==> config.mk <==
export PLATFORM = sky130hd
export DESIGN_NAME = pirq_router
export DESIGN_NICKNAME = d
export VERILOG_FILES = /design/src/rtl/pirq_pkg.sv /design/src/rtl/pirq_link.sv /design/src/rtl/pirq_merge.sv /design/src/rtl/pirq_direct.sv /design/src/rtl/pirq_router.sv
export SDC_FILE = /design/constraint.sdc
export NUM_CORES = 1
export LEC_CHECK = 0
export BUFFER_PORTS_ARGS = -buffer_cell sky130_fd_sc_hd__buf_2
export CORE_MARGIN = 5
export CORE_UTILIZATION = 36
export CTS_CLUSTER_SIZE = 10
export DETAILED_ROUTE_END_ITERATION = 6
export SYNTH_ARGS = -nofsm -noshare
export SYNTH_HDL_FRONTEND = slang
export SYNTH_HIERARCHICAL = 1
export SYNTH_SLANG_ARGS = --single-unit
==> constraint.sdc <==
create_clock -name clk -period 3.7 [get_ports clk]
set_input_delay 0.555 -clock clk [delete_from_list [all_inputs] [get_ports clk]]
set_output_delay 0.555 -clock clk [all_outputs]
set_load 0.05 [all_outputs]
==> src/rtl/pirq_pkg.sv <==
package pirq_pkg;
  localparam int CFG_W   = 8;
  localparam int INH_BIT = 7;

  function automatic logic [CFG_W-1:0] cfg_clean(input logic [CFG_W-1:0] v);
    return {v[INH_BIT], 3'b000, v[3:0]};
  endfunction

  function automatic logic cfg_live(input logic [CFG_W-1:0] c, input logic [15:0] permit);
    return !c[INH_BIT] && permit[c[3:0]];
  endfunction
endpackage

==> src/rtl/pirq_link.sv <==
module pirq_link
  import pirq_pkg::*;
#(
  parameter int          N_IRQ  = 16,
  parameter int          CNT_W  = 4,
  parameter logic [15:0] PERMIT = 16'hDEF8
) (
  input  logic             clk,
  input  logic             rst_n,
  input  logic             wr_en,
  input  logic [CFG_W-1:0] wr_data,
  input  logic             up,
  input  logic             dn,
  output logic [CFG_W-1:0] cfg,
  output logic [N_IRQ-1:0] hits,
  output logic             fault
);
  localparam logic [CNT_W-1:0] CNT_MAX = {CNT_W{1'b1}};

  logic [CNT_W-1:0] cnt, cnt_nxt;
  logic             fault_nxt;
  logic             driving;

  always_comb begin
    cnt_nxt   = cnt;
    fault_nxt = 1'b0;
    if (up && !dn) begin
      if (cnt == CNT_MAX) fault_nxt = 1'b1;
      else                cnt_nxt   = cnt + 1'b1;
    end else if (dn && !up) begin
      if (cnt == '0) fault_nxt = 1'b1;
      else           cnt_nxt   = cnt - 1'b1;
    end
  end

  always_ff @(posedge clk or negedge rst_n) begin
    if (!rst_n) begin
      cfg   <= 8'h80;
      cnt   <= '0;
      fault <= 1'b0;
    end else begin
      if (wr_en) cfg <= cfg_clean(wr_data);
      cnt   <= cnt_nxt;
      fault <= fault_nxt;
    end
  end

  assign driving = cfg_live(cfg, PERMIT) && (cnt != '0);

  for (genvar i = 0; i < N_IRQ; i++) begin : g_hit
    assign hits[i] = driving && (cfg[3:0] == 4'(i));
  end
endmodule

==> src/rtl/pirq_merge.sv <==
module pirq_merge #(
  parameter int N_LINKS = 8,
  parameter int N_IRQ   = 16
) (
  input  logic [N_LINKS-1:0][N_IRQ-1:0] hits,
  output logic [N_IRQ-1:0]              irq
);
  always_comb begin
    irq = '0;
    for (int k = 0; k < N_LINKS; k++) irq = irq | hits[k];
  end
endmodule

==> src/rtl/pirq_direct.sv <==
module pirq_direct (
  input  logic clk,
  input  logic rst_n,
  input  logic up,
  input  logic dn,
  output logic level
);
  always_ff @(posedge clk or negedge rst_n) begin
    if (!rst_n)          level <= 1'b0;
    else if (up && !dn)  level <= 1'b1;
    else if (dn && !up)  level <= 1'b0;
  end
endmodule

==> src/rtl/pirq_router.sv <==
module pirq_router
  import pirq_pkg::*;
#(
  parameter int          N_LINKS = 8,
  parameter int          N_IRQ   = 16,
  parameter int          CNT_W   = 4,
  parameter logic [15:0] PERMIT  = 16'hDEF8,
  localparam int         AW      = $clog2(N_LINKS)
) (
  input  logic               clk,
  input  logic               rst_n,
  input  logic               reg_we,
  input  logic [AW-1:0]      reg_addr,
  input  logic [CFG_W-1:0]   reg_wdata,
  output logic [CFG_W-1:0]   reg_rdata,
  input  logic [N_LINKS-1:0] lnk_up,
  input  logic [N_LINKS-1:0] lnk_dn,
  input  logic               byp_up,
  input  logic               byp_dn,
  output logic [N_IRQ-1:0]   irq_out,
  output logic               byp_irq,
  output logic [N_LINKS-1:0] cnt_fault
);
  logic [N_LINKS-1:0][CFG_W-1:0] cfg_all;
  logic [N_LINKS-1:0][N_IRQ-1:0] hit_all;

  for (genvar k = 0; k < N_LINKS; k++) begin : g_link
    pirq_link #(.N_IRQ(N_IRQ), .CNT_W(CNT_W), .PERMIT(PERMIT)) u_link (
      .clk     (clk),
      .rst_n   (rst_n),
      .wr_en   (reg_we && (reg_addr == AW'(k))),
      .wr_data (reg_wdata),
      .up      (lnk_up[k]),
      .dn      (lnk_dn[k]),
      .cfg     (cfg_all[k]),
      .hits    (hit_all[k]),
      .fault   (cnt_fault[k])
    );
  end

  pirq_merge #(.N_LINKS(N_LINKS), .N_IRQ(N_IRQ)) u_merge (
    .hits (hit_all),
    .irq  (irq_out)
  );

  pirq_direct u_direct (
    .clk   (clk),
    .rst_n (rst_n),
    .up    (byp_up),
    .dn    (byp_dn),
    .level (byp_irq)
  );

  assign reg_rdata = cfg_all[reg_addr];
endmodule

==> impl_metrics.ini <==
[final_layout]
fin_nets = 833
final_cells = 999
drive_above_1_share = 0.196
syn_to_final_growth_pct = 6.21
n_antenna_cell = 0

[pwr]
power.share.sequential = 0.388
cellPowerDensity_nw_per_um2 = 634
pwr-share-comb = 0.433
intPower_w = 0.00249
power_frac_clock = 0.180
p_leak_nw = 3.21
power.switching_w = 0.00205
switching_share = 0.451
irDropWorstVdd_v = 0.000259

[hold_path]
worst_hold_path_type = in -> async

[place]
post-place-ws_ns = 0.968
globalplace.congestion = 0.946
hpwl_um = 11700
io_buffers = 54
placed_cells = 983

[global_routing]
grtUsageTotal = 0.142
grt_pass1_wl_um = 24700
grt-ovfl-total = 0
grt_pass1_vias = 4870
antenna_found_initial = 0
grt_start_max_net_pins = 30

[setup_path]
crit_type = reg -> out
path_buf_inv = 1
end_kind = primary output
cp_max_fo = 7
cpMaxStageDelayCell = or4_1
cp.required_ns = 3.14
ff2ff_path_depth = 3
crit_family = simple AND/OR/NAND/NOR gates
critical_path_depth = 6
max_stage_delay_ns = 0.60
cp-start-kind = flip-flop
path_cells = or4_1 > nand3b_1 > nor2_1 > nor4_1 > nand2_1 > buf_2
cp.arrival_ns = 2.55

[floorplan]
rows = 50
core_um2 = 18600
die_w_um = 147
start_util = 0.363
dieArea_um2 = 21600
pin_count = 65
die_h_um = 147

[drt]
ant_nets = 0
route.vias.total = 5040
drtIter0Drc = 322
wl_per_cell_um = 15.0
firstDrtPassIters = 7
drc = 0
finalWirelength_um = 15000
viasPerCell = 5.05

[sta]
rsz0062_at_grt = false
final_min_period_over_clock_period = 0.839
finalHoldViolCount = 0
fmax_mhz = 322
setup_slack_ns = 0.594
setup_tns_ns = 0
slew_viol_final = 0
skew_ns = 0.00520
setup_viol = 0
worst_pin_slew_ns = 0.662
post-route-min-period_ns = 3.11
max-slew-margin-rel = 0.559

[cts]
cts_resized = 0
htreeDepth = 3
hold_buffers = 0
cts_buffers = 9
clockRootBuffer = clkbuf_16
cts_buffer_depth = 2
cts.clk_slew.worst_paths_ns = 0.06
numClockSinks = 81
cts_tree = done
cts_setup_buffers = 0
insertion_delay_ns = 0.35

[flow_run]
cap_violations = 0

[synthesis]
synth-async-reset-ratio = 1.00
synth_cell_types = 40
syn-mean-instance-area_um2 = 9.43
synth_warnings = 6
yosysSeqAreaShare = 0.302
syn_inst = 716
ys_seq_elements = 81
synth_area_um2 = 6750
synthFlopType = dfrtp_1
synth_edf_count = 0

[status]
status = completed
==> state kept, by name, summed over array words and instances (netlist names) <==
signal	flops
g_link.u_link/cfg	40
g_link.u_link/cnt	32
g_link.u_link/fault	8
u_direct/level	1
==> power by group through the flow <==
stage          clock [W]  combinational (W)  sequential, W
6_report        0.000815            0.00197        0.00176
5_1_grt         0.000895            0.00219        0.00184
4_1_cts         0.000849            0.00198        0.00176
3_5_place_dp           0            0.00198        0.00178
3_3_place_gp           0            0.00193        0.00176
2_1_floorplan          0            0.00175        0.00162
==> cell type report <==
type,instances,area [um^2]
repair buffers,56,288
clock inverters,3,17.5
fillers,1858,11400
well taps,234,293
inverters,27,101
clock buffers,13,240
multi-input cells,585,4190
flip-flops and latches,81,2040
==> cell usage in the layout (no fill, tap or decap), types with 27 or more instances in the layout <==
master	Yosys	layout
mux2i_1	28	28
buf_2	2	53
dfrtp_1	73	73
nor2_1	115	115
nor4_1	56	56
mux2_2	47	47
ha_1	33	33
inv_1	27	27
conb_1	8	64
nand2_1	61	61
==> routing by layer <==
| layer | wire (um) | track usage | vias to the layer above |
|---|---|---|---|
| met3 | 667 | 0.0333 | 23 |
| met2 | 7190 | 0.240 | 96 |
| met5 | 0 | 0 | - |
| met1 | 6750 | 0.177 | 2380 |
| met4 | 344 | 0.0536 | 0 |
| li1 | - | - | 2541 |
==> worst paths after layout <==
kind                                    startpoint                       to  slack, ns
max reg2reg                g_link[7].u_link/cnt[0]  g_link[7].u_link/cnt[1]       1.95
max in group asynchronous                    rst_n  g_link[7].u_link/cfg[7]       2.79
min                                          rst_n           u_direct/level       0.14
max                        g_link[4].u_link/cnt[0]              irq_out[10]       0.59
min reg2reg                         u_direct/level           u_direct/level       0.51
min in group clk                    u_direct/level           u_direct/level       0.51
==> cells in the mapped netlist, types with 2 or more instances <==
library cell / count / area share
a211oi_2: 8 / 0.015
a21o_1: 8 / 0.0089
a21oi_1: 24 / 0.018
a221oi_1: 2 / 0.0026
a22oi_1: 8 / 0.0089
a31o_2: 8 / 0.010
buf_2: 2 / 0.0015
buf_4: 65 / 0.072
buf_6: 10 / 0.017
conb_1: 8 / 0.0044
dfrtp_1: 73 / 0.27
dfstp_2: 8 / 0.031
fa_1: 8 / 0.024
ha_1: 33 / 0.061
inv_1: 27 / 0.015
mux2_1: 17 / 0.028
mux2_2: 47 / 0.078
mux2i_1: 28 / 0.042
mux4_1: 7 / 0.027
nand2_1: 61 / 0.034
nand2b_1: 2 / 0.0019
nand3_1: 16 / 0.012
nand3b_1: 24 / 0.027
nor2_1: 115 / 0.064
nor3_1: 11 / 0.0082
nor4_1: 56 / 0.052
nor4_4: 8 / 0.025
o22ai_1: 3 / 0.0028
o2bb2ai_1: 2 / 0.0026
o32ai_1: 3 / 0.0039
or4_1: 8 / 0.0089
xor2_1: 8 / 0.010
==> worst reg2reg max path, cell delays in order (launching register included) <==
cell and delay (ns):
dfrtp_1 0.48, nor4_4 0.61, a211oi_2 0.19, mux2_1 0.34
==> stage by stage <==
step	hold slack (ns)	util	instance area, um^2	total power [W]
final	0.138	0.386	7170	0.00454
after global routing	0.170	0.386	7170	0.00492
after detailed placement	0.500	0.372	6910	0.00375
after CTS	0.144	0.386	7170	0.00459
after global placement	0.498	0.372	6910	0.00369
after floorplan	0.259	-	6960	0.00338
==> logic make-up after synthesis <==
group,share of synthesized area
and+or+nand+nor,0.236
buffers and inverters,0.108
muxes,0.181
DFF,0.302
AOI/OAI and AO/OA,0.0738
adders and majority gates,0.0849
other,0.00445
xor gates and xnor gates,0.0104
No activity file was read; power rests on OpenSTA's default activity.
